==> config.mk <==
export PLATFORM = sky130hd
export DESIGN_NAME = splitbank_mem_if
export DESIGN_NICKNAME = d
export VERILOG_FILES = /design/src/rtl/splitbank_pkg.sv /design/src/rtl/splitbank_addr_latch.sv /design/src/rtl/splitbank_lane_decode.sv /design/src/rtl/splitbank_byte_bank.sv /design/src/rtl/splitbank_mem_if.sv
export SDC_FILE = /design/constraint.sdc
export NUM_CORES = 1
export LEC_CHECK = 0
export ABC_AREA = 1
export BUFFER_PORTS_ARGS = -buffer_cell sky130_fd_sc_hd__buf_2
export CAP_MARGIN = 20
export CELL_PAD_IN_SITES_DETAIL_PLACEMENT = 1
export CELL_PAD_IN_SITES_GLOBAL_PLACEMENT = 1
export CORE_ASPECT_RATIO = 1.5
export CORE_MARGIN = 2
export CORE_UTILIZATION = 45
export DETAILED_ROUTE_END_ITERATION = 16
export PLACE_DENSITY = 0.76
export RECOVER_POWER = 50
export SETUP_SLACK_MARGIN = 0.5
export SKIP_LAST_GASP = 1
export SLEW_MARGIN = 10
export SYNTH_ARGS = -nofsm -noshare
export SYNTH_HDL_FRONTEND = slang
export SYNTH_SLANG_ARGS = --single-unit
==> constraint.sdc <==
create_clock -name clk -period 3.4 [get_ports clk]
set_input_delay 0.34 -clock clk [delete_from_list [all_inputs] [get_ports clk]]
set_output_delay 0.34 -clock clk [all_outputs]
set_load 0.01 [all_outputs]
==> src/rtl/splitbank_pkg.sv <==
package splitbank_pkg;
   localparam int unsigned LANES  = 2;
   localparam int unsigned LANE_W = 8;
   localparam int unsigned BUS_W  = LANES * LANE_W;

   typedef struct packed {
      logic hi;
      logic lo;
   } lane_sel_t;
endpackage

==> src/rtl/splitbank_addr_latch.sv <==
module splitbank_addr_latch #(
   parameter int unsigned ADDR_W = 20
) (
   input  logic              clk,
   input  logic              rst_n,
   input  logic              ale,
   input  logic [ADDR_W-1:0] ad_addr,
   input  logic              bhe_n,
   output logic [ADDR_W-2:0] row_q,
   output logic              a0_q,
   output logic              bhe_n_q
);
   // Idle value a0=1, bhe_n=1 selects no bank.
   always_ff @(posedge clk or negedge rst_n) begin
      if (!rst_n) begin
         row_q   <= '0;
         a0_q    <= 1'b1;
         bhe_n_q <= 1'b1;
      end else if (ale) begin
         row_q   <= ad_addr[ADDR_W-1:1];
         a0_q    <= ad_addr[0];
         bhe_n_q <= bhe_n;
      end
   end
endmodule

==> src/rtl/splitbank_lane_decode.sv <==
module splitbank_lane_decode
   import splitbank_pkg::*;
(
   input  logic      a0_q,
   input  logic      bhe_n_q,
   input  logic      wr,
   output lane_sel_t en,
   output lane_sel_t we
);
   always_comb begin
      en.lo = ~a0_q;
      en.hi = ~bhe_n_q;
      we.lo = wr & en.lo;
      we.hi = wr & en.hi;
   end
endmodule

==> src/rtl/splitbank_byte_bank.sv <==
module splitbank_byte_bank #(
   parameter int unsigned AW = 5,
   parameter int unsigned DW = 8
) (
   input  logic          clk,
   input  logic          we,
   input  logic [AW-1:0] idx,
   input  logic [DW-1:0] wdata,
   output logic [DW-1:0] rdata
);
   localparam int unsigned DEPTH = 1 << AW;

   logic [DW-1:0] mem [DEPTH];

   always_ff @(posedge clk) begin
      if (we) mem[idx] <= wdata;
   end

   assign rdata = mem[idx];
endmodule

==> src/rtl/splitbank_mem_if.sv <==
module splitbank_mem_if
   import splitbank_pkg::*;
#(
   parameter int unsigned ADDR_W  = 20,
   parameter int unsigned BANK_AW = 5
) (
   input  logic              clk,
   input  logic              rst_n,
   input  logic              ale,
   input  logic [ADDR_W-1:0] ad_addr,
   input  logic              bhe_n,
   input  logic              rd,
   input  logic              wr,
   input  logic [BUS_W-1:0]  wdata,
   output logic [BUS_W-1:0]  rdata,
   output logic              lo_en,
   output logic              hi_en,
   output logic              lo_we,
   output logic              hi_we
);
   localparam int unsigned ROW_W = ADDR_W - 1;

   if (ADDR_W < 2) begin : g_bad_addr
      $error("splitbank_mem_if: ADDR_W must be at least 2");
   end
   if (BANK_AW < 1 || BANK_AW > ROW_W || BANK_AW > 12) begin : g_bad_bank
      $error("splitbank_mem_if: BANK_AW must lie in 1..min(ADDR_W-1,12)");
   end

   logic [ROW_W-1:0] row_q;
   logic             a0_q;
   logic             bhe_n_q;
   lane_sel_t        en;
   lane_sel_t        we;
   logic [LANES-1:0] en_v;
   logic [LANES-1:0] we_v;

   splitbank_addr_latch #(.ADDR_W(ADDR_W)) u_latch (
      .clk     (clk),
      .rst_n   (rst_n),
      .ale     (ale),
      .ad_addr (ad_addr),
      .bhe_n   (bhe_n),
      .row_q   (row_q),
      .a0_q    (a0_q),
      .bhe_n_q (bhe_n_q)
   );

   splitbank_lane_decode u_dec (
      .a0_q    (a0_q),
      .bhe_n_q (bhe_n_q),
      .wr      (wr),
      .en      (en),
      .we      (we)
   );

   assign en_v  = {en.hi, en.lo};
   assign we_v  = {we.hi, we.lo};
   assign lo_en = en.lo;
   assign hi_en = en.hi;
   assign lo_we = we.lo;
   assign hi_we = we.hi;

   // Lane 0 is the even bank on bits 7:0, lane 1 the odd bank on 15:8.
   for (genvar l = 0; l < LANES; l++) begin : g_lane
      logic [LANE_W-1:0] bank_q;

      splitbank_byte_bank #(.AW(BANK_AW), .DW(LANE_W)) u_bank (
         .clk   (clk),
         .we    (we_v[l]),
         .idx   (row_q[BANK_AW-1:0]),
         .wdata (wdata[l*LANE_W +: LANE_W]),
         .rdata (bank_q)
      );

      assign rdata[l*LANE_W +: LANE_W] = (rd && en_v[l]) ? bank_q : '0;
   end
endmodule

* Word level (Yosys, flattened, before mapping)
Memories as Yosys holds them, arrays and structs flattened. Cells that the tools add are included. Widths: inputs -> output; s select.
Storage, ports and cells: input port bits 42, memory bits (writable) 512, bits in latches 0, memories 2, memory bits (read-only) 0, register bits after elaboration 7
Memory list:
- g_lane[0].u_bank.mem | depth 32, width 8, read ports 1, clocked after memory_dff 0, write ports 1, line splitbank_byte_bank.sv:13 | logic [DW-1:0] mem [DEPTH];
- g_lane[1].u_bank.mem | depth 32, width 8, read ports 1, clocked after memory_dff 0, write ports 1, line splitbank_byte_bank.sv:13
Cells by class: shifts and indexed selects 0, bitwise gates (word level) 4, magnitude comparators 0, add/subtract/negate cells 0, div/mod/pow operators 0, eq/ne operators 0, reduce and logical (&&, ||, !) cells 2, muxes and demuxes 6, $mul 0
Operator list (number):
- $mux 8 | 2
- $mux 1 | 4
- $and 1x1->1 | 2
- $logic_and 1x1->1 | 2
- $not 1->1 | 2

* Longest topological paths before layout
word-level depth 4, depth in mapped cells 12, gate-level depth less buffers 9

* Modules after synthesis
A second synthesis with hierarchy kept.
Second synthesis, totals: cells, all modules 2238, area total of the unflattened synthesis 22607.9 um^2
By module, submodules not included:
- splitbank_byte_bank | cells each 1055, area each 10827.9 um^2, seq. area each 7687.4 um^2, times used 2
- splitbank_addr_latch | cells each 89, area each 805.8 um^2, seq. area each 528.0 um^2, times used 1
- splitbank_mem_if | cells each 34, area each 127.6 um^2, seq. area each 0.0 um^2, times used 1
- splitbank_lane_decode | cells each 5, area each 18.8 um^2, seq. area each 0.0 um^2, times used 1

* Worst setup path after synthesis
No wires, ideal clock.
path kind reg-to-reg, start register u_latch.row_q[0], end memory g_lane[1].u_bank.mem[16][0] (enable), path slack 1.272 ns, data required time 3.017 ns, period minus slack after synthesis 2.128 ns, arrival 1.745 ns, buffers on the path 4, cell stages (with the launch flop) 8, cell sequence dfrtp_1 > buf_4 > inv_4 > buf_6 > buf_6 > nand2_2 > buf_2 > nor3_1
RTL lines:
- start, declared | line splitbank_addr_latch.sv:9 | output logic [ADDR_W-2:0] row_q,
- start signal, assigned | line splitbank_addr_latch.sv:20 | row_q <= ad_addr[ADDR_W-1:1];
- end, declared | line splitbank_byte_bank.sv:13
Straight into the memory's write port.

* Worst setup path after layout
start register u_latch.row_q[1], end output rdata[1]
Between the ends: longest elaborated chain between the ends 2
Ends and longest elaborated chain:
- $mem_v2 32x8
- $mux 8 | line splitbank_mem_if.sv:76 | assign rdata[l*LANE_W +: LANE_W] = (rd && en_v[l]) ? bank_q : '0;
- end, declared | line splitbank_mem_if.sv:15 | output logic [BUS_W-1:0] rdata,
Every way passes these cells.

==> summary.md <==
| Metric | Value |
|---|---|
| Max FO, Critical Path | 39 |
| WL final | 67000 µm |
| Post-place instance area | approximately 23000 µm² |
| Final std cells w/o fill | between 2000 and 3000 |
| Total Routing Usage GR | 25.7% |
| Failing checks | capacitance limit, slew limit |
| Largest net degree at the start of global routing | 74 |
| #FFs+latches synth | around 520 |
| Slew headroom | -27.5% |
| Power per Cell Area | ~540 nW/µm² |
| Setup TNS Final | 0 ns |
| Final worst slack | roughly 0.39 ns |
| Slowest CP cell | dfrtp_1 |
| GP Congestion | roughly 0.86 |
| CTS Sinks | a little over 500 |
| First-pass GRT wire length | a little under 100000 µm |
| Syn Nets | approximately 2100 |
| # IOs | 62 |
| Via count | 15800 |
| Final Core Density | roughly 53% |
| CP cell instances | buf_6 -> nand3_1 -> nand3_1 -> nand2_1 -> nand2_2 -> nor2_1 -> a21oi_2 -> buf_2 |
| Num CTS Buffers | 47 |
| Syn avg cell area | approximately 10 µm² |
| Tcrit/Tclk final | about nine tenths |
| Crit Path Class | reg -> out |
| Placed insts | roughly 2800 |
| Initial antenna violation count | 2 |
| DIE WIDTH | 185 µm |
| Maximum VDD drop | about 0.32 mV |
| Share of layout cells above drive strength 1 | roughly 13% |
| Mapped cell area | approximately 22000 µm² |
| Die height | 275 µm |
| Worst setup EP type | primary output |
| PortBufs | between 40 and 50 |
| Clk_lat worst skew | 0.56 ns |
| Die area | between 50000 and 60000 µm² |
| Antenna-violating nets left | 0 |
| Most used cell along the critical path | nand3_1 |
| Syn-to-layout area delta | 17.2% |
| Tightest Pin Transition | between 1.5 and 2 ns |
| Cells after Synth | 2100 |
| DRC Markers | 0 |
| Post-synthesis sequential area ratio | 70.6% |
| Area of the multi-input gates | 5830 µm² |
| DP Wirelength | about 37000 µm |
| Arr. time, crit path | ~2.7 ns |
| Clock root buffer | clkbuf_16 |
| Max Cap Viol | 16 |
| Storage element area | 15600 µm² |
| Row cnt | around 100 |
| F_max | between 300 and 400 MHz |
| Min-delay worst type | in -> reg |
| Leak | around 11 nW |
| Worst Path Required | 3.06 ns |
| Post-synthesis cell type count | 21 |
| Finished Cell Area | approximately 26000 µm² |
| Yosys top cell area share | between 60% and 70% |
| Global route total overflow | 0 |
| Pre-CTS setup slack | about 0.74 ns |
| Total core area | approximately 48000 µm² |
| Hold Vio Cnt, Final | 0 |
| Count of pins over their slew limit | around 530 |
| Max stage delay on crit path | 0.71 ns |
| Tmin final | 3.01 ns |
| CTS clk-pin slew, worst paths | ~0.060 ns |
| Number of global-route vias before repair | roughly 17000 |
| Final-report setup violation count | 0 |
| CTS tree | yes |
| CTS Buffer Depth | 3 |
| Cell family with most CP delay | flip-flops |
| CP Buf/Inv Count | 2 |
| Status | finished, violations left |
| Fillers | about 5200 |
| Initial DRT Pass Iterations | 5 |
| Worst clock skew | approximately 0.0096 ns |
| Synth area leaders | edfxtp_1 (70%), nand2_1 (22%), nor3_1 (1.5%) |
| YS warnings | 0 |
| Synth area leader | edfxtp_1 |
| Starting Density | 45.5% |
| DRT iter0 DRCs | 1225 |
| # nets final | 2270 |
| Vias per cell | about 5.4 |
| # H-tree levels | 2 |
| CP Launch Type | register |
| WL per Instance | 22.9 µm |
| Unrepaired setup endpoints after global routing | yes |
## worst min-delay path, delay by kind of cell
| kind | cells | cell delay (ns) |
|---|---|---|
| compound gates | 1 | 0.08 |
| simple gates | 1 | 0.08 |
| buf+inv | 1 | 0.07 |
## metrics by stage
step / power, mW / hold WS [ns]
global placement: 8.53 / 0.186
finish: 14.0 / 0.0506
floorplan: 8.07 / 0.0444
detailed placement: 8.59 / 0.197
CTS: 13.9 / 0.0496
global route: 14.4 / 0.0808
## per-layer routing
metal | wire length, µm | vias to the layer above | global-route usage [%]
li1 | - | 7168 | -
met2 | 35100 | 536 | 46.8
met3 | 3590 | 194 | 3.06
met4 | 3840 | 0 | 14.4
met5 | 0 | - | 0
met1 | 24400 | 7894 | 29.2
## timing repair
item	4_1_cts	5_1_grt
pin swaps	8	10
setup buffers	18	1
cloned	9	14
setup endpoints to repair	16	16
resized for setup	32	55
hold buffers	5	0
endpoints found under the hold margin	11	0
## power breakdown
part           switching [mW]  internal [mW]
logic                    1.16          0.505
clock network            2.30           2.94
registers              0.0339           7.09
## area by class of cell
type	count	share of cell area, %
timing repair inverter	5	0.281
inverter	18	0.461
tap	656	3.18
clock buffer	63	5.11
clock inverter	21	0.679
timing repair buffer	183	7.40
sequential	519	60.3
multi-input combinational	1454	22.6
antenna	1	0.00970
## registers in the layout (all words and copies together) (netlist names)
| register | flops |
|---|---|
| u_latch.a0_q | 1 |
| u_latch.bhe_n_q | 1 |
| u_latch.row_q | 5 |
| g_lane.u_bank.mem | 512 |
## cell usage in the layout, fill, tap and decap left out, types with 12 or more instances in the layout
| cell type | netlist | layout |
|---|---|---|
| buf_16 | 0 | 13 |
| nor3_1 | 64 | 64 |
| edfxtp_1 | 512 | 512 |
| clkbuf_1 | 19 | 30 |
| buf_2 | 39 | 27 |
| nand3_1 | 48 | 48 |
| a21oi_2 | 0 | 12 |
| buf_4 | 31 | 88 |
| nand2_1 | 1273 | 1262 |
| clkbuf_16 | 0 | 61 |
| nor2_1 | 34 | 27 |
| nand2_2 | 4 | 15 |
## worst paths after layout
path / slack, ns / end / cells past startpoint / from
max: 0.39 / rdata[1] / 8 / u_latch.row_q[1]
min: 0.05 / u_latch.row_q[2] / 3 / ad_addr[3]
max reg2reg: 0.84 / g_lane[1].u_bank.mem[22][0] / 4 / u_latch.row_q[1]
min reg2reg: 0.52 / u_latch.bhe_n_q / 2 / u_latch.bhe_n_q
max in group asynchronous: 2.77 / u_latch.row_q[0] / 2 / rst_n
min in group asynchronous: 0.25 / u_latch.row_q[0] / 2 / rst_n
## synthesized netlist by cell type
cell,instances
buf_2,39
nor3_1,64
clkbuf_1,19
nor3_4,8
nor2_1,34
buf_1,11
buf_6,9
nand2_1,1273
o21ai_0,7
dfstp_2,2
nand3_1,48
edfxtp_1,512
inv_6,2
clkinv_1,1
dfrtp_1,5
a21oi_1,16
buf_4,31
inv_1,5
inv_2,8
nand2_2,4
inv_4,2
## cells by family after synthesis
group / count (synthesis) / share of synthesized area [%]
AO/OA/AOI/OAI: 23 / 0.523
buffers and inverters: 127 / 3.29
flip-flops: 519 / 70.6
AND/OR/NAND/NOR: 1431 / 25.5
No activity file was read; power rests on OpenSTA's default activity.
